**src/rtl/bcd_stage_pkg.sv**
```systemverilog
package bcd_stage_pkg;

    // Action selected for the coming clock edge, in priority order after reset.
    typedef enum logic [1:0] {
        MODE_HOLD  = 2'd0,
        MODE_LOAD  = 2'd1,
        MODE_COUNT = 2'd2,
        MODE_WAKE  = 2'd3
    } mode_e;

endpackage

```
**src/rtl/bcd_mode_dec.sv**
```systemverilog
module bcd_mode_dec
    import bcd_stage_pkg::*;
(
    input  logic  armed,
    input  logic  load_n,
    input  logic  cnt_en,
    input  logic  chain_en,
    output mode_e mode
);

    always_comb begin
        if (!armed) begin
            mode = MODE_WAKE;          // first edge after reset release does nothing
        end else if (!load_n) begin
            mode = MODE_LOAD;          // preset overrides counting
        end else if (cnt_en && chain_en) begin
            mode = MODE_COUNT;
        end else begin
            mode = MODE_HOLD;
        end
    end

endmodule

```
**src/rtl/bcd_digit_next.sv**
```systemverilog
module bcd_digit_next
    import bcd_stage_pkg::*;
#(
    parameter int WIDTH = 4,
    parameter int LAST  = 9
) (
    input  logic [WIDTH-1:0] digit,
    input  logic [WIDTH-1:0] preset,
    input  mode_e            mode,
    output logic [WIDTH-1:0] digit_nx
);

    localparam logic [WIDTH-1:0] LAST_V = WIDTH'(LAST);

    logic [WIDTH-1:0] stepped;

    // Any value at or above the last legal digit folds back to zero.
    always_comb begin
        stepped = (digit >= LAST_V) ? '0 : digit + 1'b1;
    end

    always_comb begin
        unique case (mode)
            MODE_LOAD:  digit_nx = preset;
            MODE_COUNT: digit_nx = stepped;
            default:    digit_nx = digit;
        endcase
    end

endmodule

```
**src/rtl/bcd_term_det.sv**
```systemverilog
module bcd_term_det #(
    parameter int WIDTH = 4,
    parameter int LAST  = 9
) (
    input  logic [WIDTH-1:0] digit,
    input  logic             chain_en,
    output logic             tc
);

    localparam logic [WIDTH-1:0] LAST_V = WIDTH'(LAST);

    always_comb begin
        tc = chain_en && (digit == LAST_V);
    end

endmodule

```
**src/rtl/bcd_count_stage.sv**
```systemverilog
module bcd_count_stage
    import bcd_stage_pkg::*;
#(
    parameter int WIDTH = 4,
    parameter int LAST  = 9
) (
    input  logic             clk,
    input  logic             rst_n,
    input  logic             load_n,
    input  logic [WIDTH-1:0] preset,
    input  logic             cnt_en,
    input  logic             chain_en,
    output logic [WIDTH-1:0] q,
    output logic             tc
);

    localparam logic [WIDTH-1:0] LAST_V = WIDTH'(LAST);

    typedef struct packed {
        logic             armed;
        logic [WIDTH-1:0] digit;
    } stage_t;

    stage_t           st_d;
    stage_t           st_q;
    mode_e            mode;
    logic [WIDTH-1:0] digit_nx;

    bcd_mode_dec u_mode_dec (
        .armed    (st_q.armed),
        .load_n   (load_n),
        .cnt_en   (cnt_en),
        .chain_en (chain_en),
        .mode     (mode)
    );

    bcd_digit_next #(
        .WIDTH (WIDTH),
        .LAST  (LAST)
    ) u_digit_next (
        .digit    (st_q.digit),
        .preset   (preset),
        .mode     (mode),
        .digit_nx (digit_nx)
    );

    bcd_term_det #(
        .WIDTH (WIDTH),
        .LAST  (LAST)
    ) u_term_det (
        .digit    (st_q.digit),
        .chain_en (chain_en),
        .tc       (tc)
    );

    always_comb begin
        st_d.armed = 1'b1;
        st_d.digit = digit_nx;
    end

    always_ff @(posedge clk or negedge rst_n) begin
        if (!rst_n) begin
            st_q <= '0;
        end else begin
            st_q <= st_d;
        end
    end

    assign q = st_q.digit;

    AST_PRESET_WINS: assert property (@(posedge clk) disable iff (!rst_n)
        (st_q.armed && !load_n) |=> (q == $past(preset)));

    AST_STEP_WRAPS: assert property (@(posedge clk) disable iff (!rst_n)
        (st_q.armed && load_n && cnt_en && chain_en)
        |=> (q == (($past(q) >= LAST_V) ? '0 : $past(q) + 1'b1)));

    AST_IDLE_KEEPS: assert property (@(posedge clk) disable iff (!rst_n)
        (st_q.armed && load_n && !(cnt_en && chain_en)) |=> $stable(q));

    AST_NO_CARRY_OUT: assert property (@(posedge clk) disable iff (!rst_n)
        !chain_en |-> !tc);

    AST_WAKE_QUIET: assert property (@(posedge clk) disable iff (!rst_n)
        $rose(st_q.armed) |-> (q == '0));

endmodule

```
**config.mk**
```make
export PLATFORM = sky130hd
export DESIGN_NAME = bcd_count_stage
export DESIGN_NICKNAME = d
export VERILOG_FILES = /design/src/rtl/bcd_stage_pkg.sv /design/src/rtl/bcd_mode_dec.sv /design/src/rtl/bcd_digit_next.sv /design/src/rtl/bcd_term_det.sv /design/src/rtl/bcd_count_stage.sv
export SDC_FILE = /design/constraint.sdc
export NUM_CORES = 1
export LEC_CHECK = 0
export BUFFER_PORTS_ARGS = -buffer_cell sky130_fd_sc_hd__clkbuf_2
export CAP_MARGIN = 40
export CORE_AREA = 3 3 40 42
export CTS_CLUSTER_SIZE = 10
export DETAILED_ROUTE_END_ITERATION = 8
export DIE_AREA = 0 0 43 45
export RECOVER_POWER = 25
export SYNTH_ARGS = -nofsm -noshare
export SYNTH_HDL_FRONTEND = slang
export SYNTH_HIERARCHICAL = 1
export SYNTH_SLANG_ARGS = --single-unit
```
**constraint.sdc**
```tcl
create_clock -name clk -period 2 [get_ports clk]
set_input_delay 0.1 -clock clk [delete_from_list [all_inputs] [get_ports clk]]
set_output_delay 0.1 -clock clk [all_outputs]
set_load 0.02 [all_outputs]
```
After elaboration in Yosys (flattened, before gate mapping)
Cells that the tools add are included.
Storage, ports and cells
  bits of input ports: 9
  logic and storage cells: 15
  register bits: 5
  output and inout bits: 5
Operators by class
  add/subtract/negate cells: 1
  reductions and logical operators: 3
  eq/ne operators: 3
  $lt $le $gt $ge: 1
  mux-type cells: 5
Operators by type and width (count)
  4-bit one-hot mux with 2 select lines: 1
  2-bit 2-to-1 mux: 3
  4-bit by 1-bit adder with 4-bit output (second input constant): 1
  4-bit equality test (second input constant): 1
  4-bit greater-or-equal comparator (second input constant): 1
  4-bit 2-to-1 mux: 1
  2-bit by 1-bit equality test with 1-bit output (second input constant): 1
  2-bit equality test (second input constant): 1
  1-bit logical AND: 2
  2-bit nonzero test: 1

Depth between registers and ports, before layout
Gate-level depths: netlist of run 1.
  word-level depth: 6
  mapped depth: 7
  mapped depth without buffers: 7

Cells and area by module
The synthesis of run 1 kept the hierarchy.
Modules (own cells, without submodules)
  bcd_digit_next: cells each 30, times used 1, sequential area each 0.0 sq um, area each 207.7 sq um
  bcd_count_stage: cells each 10, times used 1, sequential area each 125.1 sq um, area each 158.9 sq um
  bcd_mode_dec: cells each 3, times used 1, sequential area each 0.0 sq um, area each 12.5 sq um
  bcd_term_det: cells each 2, times used 1, sequential area each 0.0 sq um, area each 12.5 sq um

Worst setup path after synthesis of run 1
OpenSTA, ideal clock, no wires.
  path type: reg-to-reg
  start point: reg st_q[4] (netlist bit)
  end point: reg st_q, in the netlist q[2]
  path slack: 0.617 ns
  required time: 1.874 ns
  data arrival time: 1.257 ns
  buffers on the path: 0
  setup time: 0.126 ns
  cell stages (with the launch flop): 7
  clock period less this slack: 1.383 ns
  cells stage by stage: dfrtp_1 nand2_1 inv_1 ha_1 nor2b_1 o2111a_1 a221o_1
On the way
  cells in the longest elaborated chain, start to end: 3
  elaborated cells on any way between the ends: 5
  classes of those cells: eq/ne (2); mux (2); reduce/logical (1)
Ends and longest elaborated chain
  start, declared: line bcd_count_stage.sv:25  | stage_t st_q;
  start signal, assigned: line bcd_count_stage.sv:65  | st_q <= st_d;
  2-bit 2-to-1 mux *: line bcd_mode_dec.sv:12  | if (!armed) begin
  net mode[0]: line bcd_count_stage.sv:26  | mode_e mode;
  2-bit equality test or 2-bit by 1-bit equality test with 1-bit output (tied branches): line bcd_digit_next.sv:23  | unique case (mode)
  4-bit one-hot mux with 2 select lines *: line bcd_digit_next.sv:23
  net digit_nx[2]: line bcd_count_stage.sv:27  | logic [WIDTH-1:0] digit_nx;
The timed path passes the listed nets; every way through them passes the cells marked *.
A chain may end at the register's enable or synchronous reset.

Worst setup path after layout of run 1
Same ends and word-level chain as after synthesis.

==> results of run 1 <==
## path summary, 6_finish.rpt
kind	cells past startpoint	slack, ps	end	start
setup / recovery	6	470	q[2]$_DFF_PN0_	st_q[4]$_DFF_PN0_
setup reg to reg	6	470	q[2]$_DFF_PN0_	st_q[4]$_DFF_PN0_
max in group asynchronous	2	1530	q[2]$_DFF_PN0_	rst_n
min in group asynchronous	2	250	q[1]$_DFF_PN0_	rst_n
hold reg to reg	2	640	q[3]$_DFF_PN0_	q[3]$_DFF_PN0_
hold / removal	3	100	q[0]$_DFF_PN0_	preset[0]
## Yosys cell counts
cell type and n:
nor3b_1 1, o2111a_1 1, ha_1 5, inv_1 6
and2_1 1, dfrtp_1 5, nand3_1 3, a221o_1 1
conb_1 1, inv_2 1, nand2_1 2, o21ai_0 2
nor2b_1 3, nand4_1 1, nand4b_1 1, buf_4 4
o21ai_1 1, nor2_1 2, a22oi_1 3, a21o_1 1
## sequential cells by signal (all words and copies together), names as in the netlist
signal and flops:
st_q 1, q 4
## routing by layer
metal / global-route usage [%] / wire length, um / part of all wire [%]
met1: 13.7 / 456 / 51
met2: 14.7 / 360 / 41
met3: 3.98 / 70 / 7.9
met4: 5.42 / 0 / 0
met5: 0 / 0 / 0
## power breakdown
group          switching [mW]  total [mW]  internal (mW)
logic                  0.0628       0.111         0.0478
registers              0.0241       0.139          0.115
clock network          0.0421       0.118         0.0755
total                   0.129       0.367          0.238
## layout by cell type, fill, tap and decap left out, types with 2 or more instances in the layout
master / n
nor2_1: 2
ha_1: 5
inv_1: 6
a22oi_1: 3
nand2_1: 2
nor2b_1: 3
clkbuf_1: 2
nand3_1: 3
o21ai_0: 2
dfrtp_1: 5
clkbuf_2: 12
clkbuf_4: 3
## worst max-delay path, cell delays in order, from the launching register on
cell	delay (ps)
dfrtp_1	380
nand2_1	80
inv_1	50
ha_1	380
nor2b_1	100
o2111a_1	150
a221o_1	270
## layout make-up
cell class / count / area share, %
tap: 15 / 3.91
sequential: 5 / 26.0
inverter: 7 / 5.47
multi-input combinational: 29 / 43.8
timing repair buffer: 14 / 15.4
clock buffer: 4 / 5.47
## metrics by stage
step / hold slack (ps) / area [um2]
after CTS: 90.2 / 482
after global placement: -74.7 / 445
after detailed placement: -74.6 / 445
after global routing: 123 / 480
after floorplan: -196 / 392
final: 98.3 / 480
## cell families after synthesis
logic type	share of synthesized area [%]
AOI/OAI and AO/OA	16.9
buffers and inverters	14.4
adders and majority gates	16.0
DFF	31.9
and+or+nand+nor	19.8
other	0.958
## timing repair
action	CTS	global route
endpoints found under the hold margin	5	0
hold buffers	1	0
endpoints found under the setup margin	0	0
resized for setup	0	0
setup buffers	0	0
==> flow_metrics.env, run 1 <==
export IMPL_endpoint_kind="flip-flop"
export IMPL_rsz0062_at_grt="false"
export IMPL_routedWlPerCell_um=12.0
export IMPL_finalPower_uw=367
export IMPL_period_share_pct=76.6
export IMPL_wl_um=887
export IMPL_hold_viol_final=0
export IMPL_firstDrtPassIters=6
export IMPL_hp_class="in -> reg"
export IMPL_synth_seq_area_share_pct=31.9
export IMPL_cts_buffer_depth=2
export IMPL_die_area_mm2=0.00194
export IMPL_cts_sinks=5
export IMPL_syn2layout_area_growth_pct=22.7
export IMPL_grt_pass1_wl_mm=1.45
export IMPL_run_status="finished, final reports clean"
export IMPL_grt_ovfl_total=0
export IMPL_irDropWorstVdd_mv=0.278
export IMPL_cts_root_buf="clkbuf_4"
export IMPL_gp_congestion=0.740
export IMPL_h_tree_depth=1
export IMPL_layout_area_seq_um2=125
export IMPL_fillers=141
export IMPL_drive_above_1_share_pct=27.1
export IMPL_period_minus_slack_ps=1530
export IMPL_clkTransAtPathRegs_ps=50
export IMPL_fin_ws_ps=468
export IMPL_place_ws_ps=496
export IMPL_finalNonFillerCells=74
export IMPL_viasPerCell=4.57
export IMPL_crit_type="reg -> reg"
export IMPL_initial_utilization_pct=30.5
export IMPL_grt_pass1_vias=337
export IMPL_cp_max_fo=6
export IMPL_ys_types=20
export IMPL_die_x_um=43
export IMPL_num_rows=13
export IMPL_grt_max_degree=9
export IMPL_critPathLaunchType="flip-flop"
export IMPL_ys_seq_elements=5
export IMPL_portBuffers=13
export IMPL_drtIter0Drc=10
export IMPL_dpl_hpwl_um=693
export IMPL_nets=74
export IMPL_synth_top_area_share_pct=31.9
export IMPL_clk_latency_ps=240
export IMPL_max_freq_ghz=0.653
export IMPL_setup_violations_final=0
export IMPL_power_density_mw_per_mm2=764
export IMPL_core_mm2=0.00128
export IMPL_cp_arrival_ps=1640
export IMPL_multi_input_area_um2=210
export IMPL_antenna_left=0
export IMPL_syn_num_nets=59
export IMPL_critPathRequiredTime_ps=2110
export IMPL_syn_instance_count=45
export IMPL_n_antenna_cell=0
export IMPL_finalSetupTns_ps=0
export IMPL_synth_top_cell_by_area="dfrtp_1"
export IMPL_grt_use_total_pct=10.4
export IMPL_synth_area_per_cell_um2=8.70
export IMPL_yosysWarnings=6
export IMPL_fin_skew_ps=5.36
export IMPL_numCtsBuffers=3
export IMPL_final_max_slew_viol_count=0
export IMPL_pin_count=14
export IMPL_drc=0
export IMPL_synth_area_leaders="dfrtp_1, ha_1, buf_4"
export IMPL_synth_area_um2=392
export IMPL_maxCapViolCount=0
export IMPL_antenna_found_initial=0
export IMPL_post_route_util_pct=37.4
export IMPL_cts_tree="done"
export IMPL_via_count=338
export IMPL_fp_dieH_um=45
export IMPL_dp_cells=69
export IMPL_power_leakage_nw=0.254
No activity file was read; power rests on OpenSTA's default activity.
==> inputs of run 2 (changes only) <==
clock period = 1.5 ns   (was 2 ns; I/O delays follow)
==> flow_metrics.env, run 2 (synthesis results as in run 1) <==
export IMPL_run_status="finished, final reports clean"
export IMPL_nets=77
export IMPL_r2r_slack_ps=110
export IMPL_fillers=140
export IMPL_rsz0062_at_grt="false"
export IMPL_cts_tree="done"
export IMPL_routedWlPerCell_um=10.5
export IMPL_cts_buffer_depth=2
export IMPL_endpoint_kind="flip-flop"
export IMPL_grt_ovfl_total=0
export IMPL_fin_skew_ps=1.50
export IMPL_hold_viol_final=0
export IMPL_swShare_pct=34.0
export IMPL_pwr_share_seq_pct=34.2
export IMPL_power_density_mw_per_mm2=982
export IMPL_antenna_found_initial=0
export IMPL_hold_path_depth=3
export IMPL_use_met2_pct=13.5
export IMPL_met1_usage_pct=13.9
export IMPL_clkTransAtPathRegs_ps=40
export IMPL_period_share_pct=92.8
export IMPL_viasPerCell=4.61
export IMPL_n_antenna_cell=0
export IMPL_pin_count=14
export IMPL_grt_use_total_pct=10.4
export IMPL_num_rows=13
export IMPL_finalSetupTns_ps=0
export IMPL_dpl_hpwl_um=668
export IMPL_final_common_cell="clkbuf_2"
export IMPL_via_count=355
export IMPL_hp_class="in -> reg"
export IMPL_critPathLaunchType="flip-flop"
export IMPL_hold_path_startpoint="preset[0]"
export IMPL_maxCapViolCount=0
export IMPL_clk_latency_ps=240
export IMPL_numCtsBuffers=3
export IMPL_crit_type="reg -> reg"
export IMPL_portBuffers=13
export IMPL_cts_sinks=5
export IMPL_fp_dieH_um=45
export IMPL_cp_max_fo=4
export IMPL_gp_congestion=0.760
export IMPL_period_minus_slack_ps=1390
export IMPL_power_leakage_nw=0.270
export IMPL_p_switching_uw=174
export IMPL_largest_register_ffs=4
export IMPL_drive_above_1_share_pct=35.5
export IMPL_place_ws_ps=25.2
export IMPL_cts_root_buf="clkbuf_4"
export IMPL_fin_ws_ps=108
export IMPL_most_common_layout_cells="clkbuf_2, inv_1, dfrtp_1"
export IMPL_fin_hold_ws_ps=72.1
export IMPL_ff2ff_path_depth=5
export IMPL_cp_arrival_ps=1510
export IMPL_cts_setup_buffers=0
export IMPL_drc=0
export IMPL_p_clk_share_pct=30.5
export IMPL_max_freq_ghz=0.719
export IMPL_whs_endpoint="q[0]$_DFF_PN0_"
export IMPL_irDropWorstVdd_mv=0.270
export IMPL_antenna_left=0
export IMPL_grt_pass1_wl_mm=1.41
export IMPL_critPathRequiredTime_ps=1620
export IMPL_die_x_um=43
export IMPL_grt_busiest_layer="met1"
export IMPL_h_tree_depth=1
export IMPL_die_area_mm2=0.00194
export IMPL_grt_pass1_vias=326
export IMPL_wl_um=809
export IMPL_r2r_start="q[0]$_DFF_PN0_"
export IMPL_grt_met3_usage_pct=2.79
export IMPL_final_max_slew_viol_count=0
export IMPL_grt_max_degree=7
export IMPL_syn2layout_area_growth_pct=32.9
export IMPL_intPower_uw=337
export IMPL_setup_violations_final=0
export IMPL_core_mm2=0.00128
export IMPL_drtIter0Drc=13
export IMPL_combPwrFrac_pct=35.3
export IMPL_rr_endpoint="q[2]$_DFF_PN0_"
export IMPL_initial_utilization_pct=30.5
export IMPL_firstDrtPassIters=5
[run 2: how the worst max path moves through the flow]
| stage | from | end | slack (ps) | cells after the start |
|---|---|---|---|---|
| CTS | st_q[4]$_DFF_PN0_ | q[2]$_DFF_PN0_ | 20 | 6 |
| floorplan | st_q[4]$_DFF_PN0_ | q[2]$_DFF_PN0_ | 120 | 6 |
| detailed placement | st_q[4]$_DFF_PN0_ | q[2]$_DFF_PN0_ | 30 | 6 |
| global route | q[0]$_DFF_PN0_ | q[2]$_DFF_PN0_ | 30 | 5 |
| finish | q[0]$_DFF_PN0_ | q[2]$_DFF_PN0_ | 110 | 5 |
| global placement | st_q[4]$_DFF_PN0_ | q[0]$_DFF_PN0_ | 70 | 6 |
[run 2: area by class of cell]
type	count	area [um2]	share of cell area (%)
clock buffer	4	26.3	5.05
sequential	5	125	24.0
multi-input combinational	29	228	43.7
timing repair buffer	17	96.3	18.5
inverter	7	26.3	5.05
tap	15	18.8	3.61
[run 2: per-stage QoR]
stage	std cells	instance area (um2)	power [mW]	utilization, %
after floorplan	45	392	0.300	-
after global placement	72	468	0.347	36.4
after detailed placement	72	468	0.348	36.4
after CTS	77	504	0.512	39.2
after global routing	77	520	0.562	40.5
final	77	520	0.511	40.5
[run 2: metal layers]
layer	share of wire, %	up-vias
li1	-	184
met2	42	16
met4	0	0
met5	0	-
met1	49	155
met3	9.5	0
[run 2: worst max-delay path: stages, from the launching register on]
cell      delay (ps)
dfrtp_1          400
inv_1             60
ha_1             210
nor2b_1          130
o2111a_1         220
a221o_1          250
[run 2: repair_timing]
| item | in CTS | in global routing |
|---|---|---|
| setup endpoints to repair | 0 | 4 |
| endpoints found under the hold margin | 5 | 0 |
| resized for setup | 0 | 4 |
| hold buffers | 1 | 0 |
[run 2: power groups by stage]
| stage | Clock, mW | Combinational [mW] | Sequential, mW |
|---|---|---|---|
| 2_1_floorplan | 0 | 0.123 | 0.177 |
| 3_3_place_gp | 0 | 0.171 | 0.177 |
| 3_5_place_dp | 0 | 0.172 | 0.176 |
| 4_1_cts | 0.163 | 0.174 | 0.175 |
| 5_1_grt | 0.179 | 0.204 | 0.178 |
| 6_report | 0.156 | 0.181 | 0.175 |
==> inputs of run 3 (changes only) <==
SYNTH_HIERARCHICAL = unset   (was 1)
==> flow_metrics.env, run 3 <==
export IMPL_ys_types=18
export IMPL_n_antenna_cell=0
export IMPL_routedWlPerCell_um=10.9
export IMPL_synth_top_area_share_pct=34.6
export IMPL_period_share_pct=91.5
export IMPL_drive_above_1_share_pct=37.0
export IMPL_endpoint_kind="primary output"
export IMPL_place_ws_ps=77.2
export IMPL_grt_max_degree=9
export IMPL_synth_top_cell_by_area="dfrtp_1"
export IMPL_critPathLaunch="q[1]$_DFFE_PN0P_"
export IMPL_rr_endpoint="q[2]$_DFFE_PN0P_"
export IMPL_h_tree_depth=1
export IMPL_power_leakage_nw=0.235
export IMPL_portBuffers=13
export IMPL_grt_use_total_pct=9.05
export IMPL_cp_max_fo=4
export IMPL_nets=68
export IMPL_clk_latency_ps=230
export IMPL_fin_skew_ps=1.07
export IMPL_multi_input_area_um2=214
export IMPL_cp_arrival_ps=1300
export IMPL_synth_flop_cell="dfrtp_1"
export IMPL_power_density_mw_per_mm2=1080
export IMPL_final_common_cell="clkbuf_2"
export IMPL_grt_pass1_wl_mm=1.24
export IMPL_finalPower_uw=518
export IMPL_rsz0062_at_grt="false"
export IMPL_synth_area_leaders="dfrtp_1, ha_1, a22oi_2"
export IMPL_gp_congestion=0.774
export IMPL_cts_sinks=5
export IMPL_critPathLaunchType="flip-flop"
export IMPL_finalSetupTns_ps=0
export IMPL_ff2ff_path_depth=5
export IMPL_syn_instance_count=37
export IMPL_antenna_left=0
export IMPL_largest_register_ffs=4
export IMPL_crit_type="reg -> out"
export IMPL_drc=0
export IMPL_pwr_share_seq_pct=36.2
export IMPL_die_x_um=43
export IMPL_initial_utilization_pct=28.1
export IMPL_clkTransAtPathRegs_ps=40
export IMPL_place_area_um2=443
export IMPL_synth_area_per_cell_um2=9.77
export IMPL_final_max_slew_viol_count=0
export IMPL_viasPerCell=4.58
export IMPL_fillers=136
export IMPL_max_freq_ghz=0.728
export IMPL_via_count=316
export IMPL_hp_class="in -> reg"
export IMPL_hold_viol_final=0
export IMPL_synth_edff_count=0
export IMPL_pin_count=14
export IMPL_cts_setup_buffers=0
export IMPL_combPwrFrac_pct=34.7
export IMPL_ys_seq_elements=5
export IMPL_numCtsBuffers=3
export IMPL_firstDrtPassIters=2
export IMPL_num_rows=13
export IMPL_syn_num_nets=50
export IMPL_grt_pass1_vias=307
export IMPL_cts_root_buf="clkbuf_4"
export IMPL_run_status="finished, final reports clean"
export IMPL_synth_area_um2=362
export IMPL_p_switching_uw=181
export IMPL_period_minus_slack_ps=1370
export IMPL_wl_um=749
export IMPL_yosysMostFrequentCell="dfrtp_1"
export IMPL_cts_tree="done"
export IMPL_finalInstanceArea_um2=480
export IMPL_r2r_start="st_q[4]$_DFF_PN0_"
export IMPL_yosysWarnings=0
export IMPL_die_area_mm2=0.00194
export IMPL_irDropWorstVdd_mv=0.626
export IMPL_maxCapViolCount=0
export IMPL_synth_commonest_cells="dfrtp_1, a21oi_1, ha_1, inv_1"
export IMPL_cts_buffer_depth=2
export IMPL_drtIter0Drc=4
export IMPL_crit_path_end="tc"
export IMPL_antenna_found_initial=0
export IMPL_syn2layout_area_growth_pct=32.9
export IMPL_fp_dieH_um=45
export IMPL_critPathRequiredTime_ps=1420
export IMPL_grt_ovfl_total=0
export IMPL_p_clk_share_pct=29.1
export IMPL_setup_violations_final=0
export IMPL_intPower_uw=336
export IMPL_fin_ws_ps=127
export IMPL_core_mm2=0.00128
export IMPL_synth_seq_area_share_pct=34.6
export IMPL_synthArstFlopShare_pct=100
export IMPL_r2r_slack_ps=150
export IMPL_most_common_layout_cells="clkbuf_2, dfrtp_1, inv_1, a21oi_1"
export IMPL_swShare_pct=35.0
export IMPL_layout_area_seq_um2=125
export IMPL_post_route_util_pct=37.4
==> run 3: cells by family after synthesis <==
| kind of cell | after synthesis | synth area share [%] |
|---|---|---|
| adders and majority gates | 4 | 13.8 |
| DFF | 5 | 34.6 |
| muxes | 1 | 2.77 |
| AOI/OAI and AO/OA | 10 | 20.8 |
| buffers and inverters | 6 | 6.92 |
| and+or+nand+nor | 10 | 20.1 |
| other | 1 | 1.04 |
==> run 3: per-layer routing <==
layer	routed length, um	GRT usage, %
met1	355	10.8
met2	365	12.3
met3	28	4.38
met4	0	7.23
met5	0	0
==> run 3: what timing repair did <==
action / 4_1_cts / 5_1_grt
endpoints found under the hold margin: 5 / 0
hold buffers: 1 / 0
resized for setup: 0 / 1
setup endpoints to repair: 0 / 1
==> run 3: how the worst min path moves through the flow <==
| stage | start | to | slack, ps | cells after the start |
|---|---|---|---|---|
| 2_1_floorplan | rst_n | q[0]$_DFFE_PN0P_ | -220 | 0 |
| 3_3_place_gp | rst_n | st_q[4]$_DFF_PN0_ | -110 | 1 |
| 3_5_place_dp | rst_n | st_q[4]$_DFF_PN0_ | -110 | 1 |
| 4_1_cts | preset[3] | q[3]$_DFFE_PN0P_ | 160 | 3 |
| 5_1_grt | preset[3] | q[3]$_DFFE_PN0P_ | 170 | 3 |
| 6_report | preset[3] | q[3]$_DFFE_PN0P_ | 160 | 3 |
==> run 3: cell type report <==
class | instances | share of cell area [%]
multi-input combinational | 26 | 44.5
tap | 15 | 3.91
sequential | 5 | 26.0
clock buffer | 4 | 5.47
timing repair buffer | 15 | 16.9
inverter | 4 | 3.12
==> run 3: per-stage QoR <==
step	std cells	hold WS, ps
2_1_floorplan	37	-221
3_5_place_dp	64	-107
5_1_grt	69	175
3_3_place_gp	64	-109
6_report	69	163
4_1_cts	69	160
==> run 3: worst max-delay path: stages (launching register included) <==
cell and delay [ps]:
dfrtp_1 400, inv_1 120, ha_1 190, and4b_1 190, clkbuf_2 160
==> run 3: power by group through the flow <==
| stage | combinational, mW | clock (mW) | sequential, mW |
|---|---|---|---|
| after floorplan | 0.0939 | 0 | 0.209 |
| after global placement | 0.176 | 0 | 0.190 |
| after detailed placement | 0.179 | 0 | 0.190 |
| after CTS | 0.181 | 0.159 | 0.188 |
| after global routing | 0.200 | 0.169 | 0.191 |
| final | 0.180 | 0.151 | 0.187 |
